`src/rtl/line_irq_pkg.sv`:
```
package line_irq_pkg;
  localparam int BIT_MATCH = 4;
  localparam int BIT_WRAP  = 5;
  localparam int BIT_VBL   = 6;
  localparam int BIT_TMR   = 7;

  typedef enum logic [1:0] {
    SEL_CMP  = 2'd0,
    SEL_EN   = 2'd1,
    SEL_CLR  = 2'd2,
    SEL_BASE = 2'd3
  } reg_sel_e;
endpackage

```
`src/rtl/line_timer.sv`:
```
module line_timer #(
  parameter int CYC_PER_LINE = 256,
  parameter int LINES        = 159,
  parameter int VIS_LINES    = 144,
  parameter int LW           = 8,
  parameter int DW           = 8
) (
  input  logic          clk_i,
  input  logic          rst_ni,
  input  logic [DW-1:0] cmp_i,
  output logic [LW-1:0] line_o,
  output logic          ev_match_o,
  output logic          ev_wrap_o,
  output logic          ev_vbl_o
);
  localparam int CW = (CYC_PER_LINE > 1) ? $clog2(CYC_PER_LINE) : 1;
  localparam logic [CW-1:0] CYC_LAST  = CW'(CYC_PER_LINE - 1);
  localparam logic [LW-1:0] LINE_LAST = LW'(LINES - 1);
  localparam logic [LW-1:0] LINE_VIS  = LW'(VIS_LINES);

  logic [CW-1:0] cyc_q;
  logic [LW-1:0] line_q, line_nxt;
  logic          line_end;

  assign line_end = (cyc_q == CYC_LAST);
  assign line_nxt = (line_q == LINE_LAST) ? '0 : line_q + 1'b1;

  always_ff @(posedge clk_i or negedge rst_ni) begin
    if (!rst_ni) begin
      cyc_q  <= '0;
      line_q <= '0;
    end else begin
      cyc_q <= line_end ? '0 : cyc_q + 1'b1;
      if (line_end) line_q <= line_nxt;
    end
  end

  // events are qualified by the edge that commits line_nxt
  assign ev_vbl_o   = line_end && (line_nxt == LINE_VIS);
  assign ev_wrap_o  = line_end && (line_nxt == '0);
  assign ev_match_o = line_end && (DW'(line_nxt) == cmp_i);
  assign line_o     = line_q;

  a_r2_line_range: assert property (@(posedge clk_i) disable iff (!rst_ni)
    line_q <= LINE_LAST);
  a_r2_line_hold: assert property (@(posedge clk_i) disable iff (!rst_ni)
    !$past(line_end) |-> line_q == $past(line_q));
  a_r3_vbl_line: assert property (@(posedge clk_i) disable iff (!rst_ni)
    ev_vbl_o |=> line_q == LINE_VIS);
  a_r4_wrap_line: assert property (@(posedge clk_i) disable iff (!rst_ni)
    ev_wrap_o |=> line_q == '0);
endmodule

```
`src/rtl/irq_ctrl.sv`:
```
module irq_ctrl
  import line_irq_pkg::*;
#(
  parameter int DW = 8,
  parameter int VW = DW + 2
) (
  input  logic          clk_i,
  input  logic          rst_ni,
  input  logic          wr_en_i,
  input  logic [1:0]    wr_sel_i,
  input  logic [DW-1:0] wr_data_i,
  input  logic [DW-1:0] ev_i,
  output logic [DW-1:0] cmp_o,
  output logic [DW-1:0] stat_o,
  output logic          irq_o,
  output logic [VW-1:0] vec_o
);
  localparam int IW = $clog2(DW);

  logic [DW-1:0] en_q, stat_q, base_q, cmp_q;
  logic [DW-1:0] clr_v, set_v, pend;
  logic [IW-1:0] idx;
  logic [DW-1:0] sum;

  assign clr_v = (wr_en_i && wr_sel_i == SEL_CLR) ? wr_data_i : '0;
  assign set_v = ev_i & en_q;

  genvar b;
  generate
    for (b = 0; b < DW; b++) begin : g_stat
      always_ff @(posedge clk_i or negedge rst_ni) begin
        if (!rst_ni)       stat_q[b] <= 1'b0;
        else if (set_v[b]) stat_q[b] <= 1'b1;  // set beats clear
        else if (clr_v[b]) stat_q[b] <= 1'b0;
      end
    end
  endgenerate

  always_ff @(posedge clk_i or negedge rst_ni) begin
    if (!rst_ni) begin
      en_q   <= '0;
      base_q <= '0;
      cmp_q  <= '0;
    end else if (wr_en_i) begin
      case (wr_sel_i)
        SEL_CMP:  cmp_q  <= wr_data_i;
        SEL_EN:   en_q   <= wr_data_i;
        SEL_BASE: base_q <= wr_data_i;
        default:  ;
      endcase
    end
  end

  assign pend = stat_q & en_q;

  always_comb begin
    idx = '0;
    for (int i = 0; i < DW; i++)
      if (pend[i]) idx = IW'(i);
  end

  assign sum    = base_q + DW'(idx);
  assign irq_o  = |pend;
  assign vec_o  = irq_o ? {sum, 2'b00} : '0;
  assign stat_o = stat_q;
  assign cmp_o  = cmp_q;

  a_r7_set_needs_en: assert property (@(posedge clk_i) disable iff (!rst_ni)
    ((stat_q & ~$past(stat_q)) & ~$past(en_q)) == '0);
  a_r8_clear_takes: assert property (@(posedge clk_i) disable iff (!rst_ni)
    (stat_q & $past(clr_v & ~ev_i)) == '0);
  a_r10_vec_idle: assert property (@(posedge clk_i) disable iff (!rst_ni)
    !irq_o |-> vec_o == '0);
  a_r9_irq_has_pend: assert property (@(posedge clk_i) disable iff (!rst_ni)
    irq_o |-> $countones(stat_q & en_q) > 0);
endmodule

```
`src/rtl/line_irq_gen.sv`:
```
module line_irq_gen
  import line_irq_pkg::*;
#(
  parameter int CYC_PER_LINE = 256,
  parameter int LINES        = 159,
  parameter int VIS_LINES    = 144,
  parameter int LW           = (LINES > 1) ? $clog2(LINES) : 1
) (
  input  logic          clk_i,
  input  logic          rst_ni,
  input  logic          wr_en_i,
  input  logic [1:0]    wr_sel_i,
  input  logic [7:0]    wr_data_i,
  input  logic          timer_req_i,
  output logic [LW-1:0] line_o,
  output logic [7:0]    stat_o,
  output logic          irq_o,
  output logic [9:0]    vec_o
);
  localparam int DW = 8;

  logic [DW-1:0] cmp, ev;
  logic ev_match, ev_wrap, ev_vbl;

  line_timer #(
    .CYC_PER_LINE(CYC_PER_LINE), .LINES(LINES), .VIS_LINES(VIS_LINES),
    .LW(LW), .DW(DW)
  ) u_timer (
    .clk_i(clk_i), .rst_ni(rst_ni), .cmp_i(cmp), .line_o(line_o),
    .ev_match_o(ev_match), .ev_wrap_o(ev_wrap), .ev_vbl_o(ev_vbl)
  );

  always_comb begin
    ev            = '0;
    ev[BIT_MATCH] = ev_match;
    ev[BIT_WRAP]  = ev_wrap;
    ev[BIT_VBL]   = ev_vbl;
    ev[BIT_TMR]   = timer_req_i;
  end

  irq_ctrl #(.DW(DW)) u_irq (
    .clk_i(clk_i), .rst_ni(rst_ni), .wr_en_i(wr_en_i), .wr_sel_i(wr_sel_i),
    .wr_data_i(wr_data_i), .ev_i(ev), .cmp_o(cmp), .stat_o(stat_o),
    .irq_o(irq_o), .vec_o(vec_o)
  );

  a_r6_timer_latch: assert property (@(posedge clk_i) disable iff (!rst_ni)
    (timer_req_i && u_irq.en_q[BIT_TMR]) |=> stat_o[BIT_TMR]);
endmodule

```
`config.mk`:
```
export PLATFORM = sky130hd
export DESIGN_NAME = line_irq_gen
export DESIGN_NICKNAME = d
export VERILOG_FILES = /design/src/rtl/line_irq_pkg.sv /design/src/rtl/line_timer.sv /design/src/rtl/irq_ctrl.sv /design/src/rtl/line_irq_gen.sv
export SDC_FILE = /design/constraint.sdc
export NUM_CORES = 1
export LEC_CHECK = 0
export ABC_AREA = 1
export BUFFER_PORTS_ARGS = -buffer_cell sky130_fd_sc_hd__buf_2
export CORE_AREA = 3 3 72 74
export DETAILED_ROUTE_END_ITERATION = 6
export DIE_AREA = 0 0 75 77
export PLACE_DENSITY = 0.79
export RECOVER_POWER = 100
export SYNTH_ARGS = -nofsm -noshare
export SYNTH_HDL_FRONTEND = slang
export SYNTH_SLANG_ARGS = --single-unit
```
`constraint.sdc`:
```
create_clock -name clk_i -period 2 [get_ports clk_i]
set_input_delay 0.2 -clock clk_i [delete_from_list [all_inputs] [get_ports clk_i]]
set_output_delay 0.2 -clock clk_i [all_outputs]
set_load 0.05 [all_outputs]
```
Word level (Yosys, flattened, before mapping)

Index checks and enable logic that the tools add are counted.

Logic and storage cells: 70
Input bits: 14
Bits in registers: 48
Output and inout bits: 27

Bitwise logic cells: 2
Equal/unequal tests: 7
Muxes and demuxes: 27
$add $sub $neg: 3
Reduce and logical (&&, ||, !) cells: 18

Operators with widths:

| operator                                       | count |
|---|---|
| == test 8 bit (second input constant)          | 3 |
| two-way mux 8 bit                              | 3 |
| two-way mux 1 bit                              | 17 |
| adder 8 x 1 -> 8 bit (second input constant)   | 2 |
| AND 8 bit                                      | 2 |
| nonzero test 2 bit                             | 8 |
| two-way mux 3 bit                              | 4 |
| two-way mux 10 bit                             | 1 |
| adder 8 x 3 -> 8 bit                           | 1 |
| == test 8 bit                                  | 1 |
| zero test 8 bit                                | 1 |
| OR reduction 8 bit                             | 1 |
| AND reduction 2 bit                            | 3 |
| == test 2 bit (second input constant)          | 2 |
| logical AND 1 bit                              | 4 |
| two-way mux 2 bit                              | 2 |
| == test 2 x 1 -> 1 bit (second input constant) | 1 |
| zero test 2 bit                                | 1 |

Longest topological paths before layout

Word-level depth: 10
Depth in mapped cells: 13

Modules after synthesis

From an unflattened synthesis, not the netlist that was laid out.

Cell total of the unflattened synthesis: 355
Area, all modules: 2,738.9 µm²

By module, submodules not included:

| module       | seq. area each (µm²) | cells an instance | area an instance (µm²) | instances |
|---|---|---|---|---|
| irq_ctrl     | 800.8                | 200               | 1,634.1                | 1 |
| line_timer   | 400.4                | 154               | 1,101.1                | 1 |
| line_irq_gen | 0.0                  | 1                 | 3.8                    | 1 |

Worst setup path before layout

No wires, ideal clock.

Path type: flip-flop to output port
Start: reg u_irq.stat_q[6] (netlist: u_irq.stat_o[6])
End: out vec_o[7]
Stages on the path, launching flop included: 11
Buffers on the path: 0
Data required time: 1,800 ps
Arrival time: 2,830 ps
Slack: -1,030 ps
Cells stage by stage: dfrtp_1 nand2_1 nand2_1 nor2_1 inv_1 ha_1 a21oi_1 nand2_1 nand2_1 nor3b_1 nor3_1

Cells in the longest elaborated chain, start to end: 5
Elaborated cells on any way between the ends: 6
Those cells by class: add/sub: 1; mux: 3; bitwise: 1; reduce/logical: 1

Ends and longest elaborated chain:

| element                          | line               | text |
|---|---|---|
| start: declaration               | irq_ctrl.sv:20     | `logic [DW-1:0] en_q, stat_q, base_q, cmp_q;` |
| start signal: indexed assignment | irq_ctrl.sv:32     | `if (!rst_ni) stat_q[b] <= 1'b0;` |
| start signal: indexed assignment | irq_ctrl.sv:33     | `else if (set_v[b]) stat_q[b] <= 1'b1;` |
| start signal: indexed assignment | irq_ctrl.sv:34     | `else if (clr_v[b]) stat_q[b] <= 1'b0;` |
| AND 8 bit (*)                    | irq_ctrl.sv:54     | `assign pend = stat_q & en_q;` |
| two-way mux 3 bit (2 in series)  | irq_ctrl.sv:59     | `if (pend[i]) idx = IW'(i);` |
| adder 8 x 3 -> 8 bit             | irq_ctrl.sv:62     | `assign sum = base_q + DW'(idx);` |
| two-way mux 10 bit (*)           | irq_ctrl.sv:64     | `assign vec_o = irq_o ? {sum, 2'b00} : '0;` |
| end: declaration                 | line_irq_gen.sv:18 | `output logic [9:0] vec_o` |

Every way passes the cells marked *; elsewhere a longest branch is shown, timed or not.

Worst setup path after layout

Start: reg u_irq.en_q[5]
End: out vec_o[9]

Cells in the longest elaborated chain, start to end: 6
Elaborated cells on any way between the ends: 7
Those cells by class: add/sub: 1; mux: 4; bitwise: 1; reduce/logical: 1

Ends and longest elaborated chain:

| element                         | line           | text |
|---|---|---|
| start: declaration              | irq_ctrl.sv:20 |  |
| start signal: assignment        | irq_ctrl.sv:47 | `SEL_EN: en_q <= wr_data_i;` |
| AND 8 bit (*)                   | irq_ctrl.sv:54 |  |
| two-way mux 3 bit (3 in series) | irq_ctrl.sv:59 |  |
| adder 8 x 3 -> 8 bit            | irq_ctrl.sv:62 |  |
| two-way mux 10 bit (*)          | irq_ctrl.sv:64 |  |

Marks and branches as above.

==> out/metrics.yaml <==
die:
  rows: 25
  core-area_mm2: 0.00466
  dieArea_mm2: 0.00578
  start_util_pct: 48.5
  die_w_um: 75
  io_pins: 41
  die_y_um: 77
timing:
  setup_viol: 7
  setup_tns_ns: -2.42
  layout_min_cycle_time_ns: 2.48
  rsz0062_at_grt: "yes"
  fmax_ghz: 0.403
  max_slew_margin_pct: 30.6
  worstMarginPinSlew_ns: 1.04
  worst_slack_ns: -0.481
  fin_skew_ns: 0.00856
  slew_viol_final: 0
  finalHoldViolCount: 0
  fin_hold_ws_ns: 0.103
  timing.final.crit_share_pct: 124
grt:
  grt_pass1_wl_um: 9380
  grt_pass1_vias: 2124
  grt_antenna_before_repair: 0
  grt_util_all_layers_pct: 20.8
  grt_max_degree: 21
  overflow: 0
final_layout:
  seq_area_mm2: 0.00101
  final_cell_mix: "nand2_1, inv_1, dfrtp_1"
  nets: 383
  area_growth_pct: 30.1
  final_common_cell: "nand2_1"
  multiInputGateArea_mm2: 0.00120
  n_fill_cell: 384
  diodes: 0
  utilization_pct: 63.1
  drive_gt1_share_pct: 30.9
drt:
  first_pass_iters: 4
  wire_per_inst_um: 13.8
  avgViaCountPerCell: 5.27
  vias: 2196
  drt-total-wl_um: 5770
  detail-route-antenna-nets: 0
  drc: 0
  drt_iter0_markers: 189
setup_path:
  critPathArrivalTime_ns: 2.28
  crit_top_cell: "nand2_2"
  critical_path_required_ns: 1.80
  cp-end-kind: "primary output"
  crit_path_top_delay_cell: "dfrtp_1"
  startpoint_type: "register"
  crit_type: "register to primary output"
  max_stage_delay_ns: 0.42
  path_max_fanout: 3
  path_cells: "nand2_1, nand2_2, nor2_4, inv_2, ha_4, nand3_1, nand2_2, nand2_2, nor3b_4, nand3_1, nand2_2, nor2_4, buf_6"
cts:
  cts.clk_slew.worst_paths_ns: 0.08
  cts_htree_levels: 2
  insertion_delay_ns: 0.29
  cts_sinks: 40
  cts_max_path_buffers: 2
  cts_made_buffers: 5
  cts_tree: "yes"
  cts-root-buf: "clkbuf_8"
placed_design:
  io_buffers: 34
  globalplace.congestion: 0.828
  preCtsSetupSlack_ns: -0.163
  dp_hpwl_um: 4070
power_and_ir_drop:
  sw_frac_of_total_pct: 38.8
  p_sw_w: 0.000938
  p_clk_share_pct: 22.8
  peakVddDrop_mv: 0.542
  power.density_mw_per_mm2: 821
  seq_power_share_pct: 39.7
  p_int_w: 0.00148
  p_comb_share_pct: 37.5
  power.leakage_nw: 1.50
synthesis:
  seq_area_frac_synth_pct: 44.2
  yosysWarnings: 0
  synth_cell_types: 29
  synth_seq_cells: 40
  syn_inst: 300
  syn_area_mm2: 0.00226
  syn_avg_cell_area_um2: 7.54
job:
  cap_viol_max_count: 0
status:
  violations: "negative setup slack"
  status: "finished, violations left"
hold_path:
  hp-class: "input pin to register"
[power by group through the flow]
stage	Clock [W]	Combinational (W)	Sequential [W]
after floorplan	0	0.000491	0.000979
after global placement	0	0.000719	0.000963
after detailed placement	0	0.000733	0.000967
after CTS	0.000558	0.000846	0.000954
after global routing	0.000600	0.000969	0.000966
final	0.000550	0.000906	0.000959
[cell type report]
cell class,count,area share [%]
clock buffer,5,2.34
inverter,42,5.36
tap,54,2.30
clock inverter,3,0.808
sequential,40,34.2
multi-input combinational,213,40.7
timing repair buffer,60,14.3
[registers in the layout (all words and copies together) (netlist names)]
signal          cells
u_irq.base_q        8
u_irq.cmp_o         8
u_timer.cyc_q       8
u_timer.line_o      8
u_irq.en_q          4
u_irq.stat_o        4
[through the flow]
step | cell area [um^2] | total power [W] | std cells
6_report | 2940 | 0.00242 | 417
2_1_floorplan | 2380 | 0.00147 | 305
5_1_grt | 2940 | 0.00254 | 417
4_1_cts | 2910 | 0.00236 | 416
3_3_place_gp | 2690 | 0.00168 | 402
3_5_place_dp | 2690 | 0.00170 | 402
[kinds of logic (layout without fill, tap and decap cells)]
kind of cell	count (synthesis)	in the layout	share of synthesized area, %
buffers and inverters	52	110	10.0
DFF	40	40	44.2
and+or+nand+nor	148	148	28.8
other	1	6	0.166
AOI/OAI and AO/OA	49	49	11.4
adders and majority gates	7	7	4.20
xor gates and xnor gates	2	2	0.774
muxes	1	1	0.442
[critical path: cells and delay by family (launching register included)]
family	cells	cell delay, ns
flip-flops	1	0.42
adder cells (fa/ha/maj)	1	0.27
buffers and inverters	2	0.19
AND/OR/NAND/NOR	10	1.09
[routing by layer]
metal / vias up / track usage (%) / share of wire [%] / routed length (um)
li1: 1071 / - / - / -
met1: 1069 / 25.9 / 42 / 2440
met2: 44 / 34.8 / 52 / 2990
met3: 12 / 5.11 / 4.1 / 234
met4: 0 / 6.23 / 1.7 / 97
met5: - / 0 / 0 / 0
[what timing repair did]
action / CTS / global route
endpoints found under the hold margin: 18 / 0
pin swaps: 4 / 2
resized for setup: 27 / 7
endpoints found under the setup margin: 7 / 10
setup buffers: 5 / 3
hold buffers: 1 / 0
[worst paths after layout]
| path | start | end | slack (ns) | cells after the start |
|---|---|---|---|---|
| max reg2reg | u_timer.line_o[0]$_DFFE_PN0N_ | u_irq.stat_o[6]$_DFFE_PN0P_ | 0.19 | 10 |
| min in group asynchronous | rst_ni | u_timer.cyc_q[0]$_DFF_PN0_ | 0.60 | 2 |
| min | timer_req_i | u_irq.stat_o[7]$_DFFE_PN0P_ | 0.10 | 3 |
| max in group asynchronous | rst_ni | u_irq.stat_o[6]$_DFFE_PN0P_ | 0.65 | 3 |
| min reg2reg | u_timer.cyc_q[0]$_DFF_PN0_ | u_timer.cyc_q[0]$_DFF_PN0_ | 0.46 | 1 |
| max | u_irq.en_q[5]$_DFFE_PN0P_ | vec_o[9] | -0.48 | 13 |
[synth_stat cells]
library cell,instances,share of area [%]
a21oi_1,7,1.5
a21oi_2,1,0.39
a31oi_1,1,0.28
buf_2,1,0.22
buf_4,6,2.0
buf_6,1,0.50
clkbuf_1,2,0.33
conb_1,1,0.17
dfrtp_1,40,44
fa_1,1,0.88
ha_1,6,3.3
inv_1,42,7.0
mux2i_1,1,0.44
nand2_1,84,14
nand2_2,3,0.83
nand2_4,1,0.50
nand3_1,18,4.0
nand3_2,2,0.88
nand3b_1,4,1.3
nand4_1,6,1.7
nor2_1,24,4.0
nor2_2,2,0.55
nor3_1,2,0.44
nor3b_1,2,0.66
o21a_1,1,0.33
o21ai_0,35,7.7
o21ai_1,2,0.44
o21bai_1,2,0.66
xor2_1,2,0.77
No activity file was read; power rests on OpenSTA's default activity.
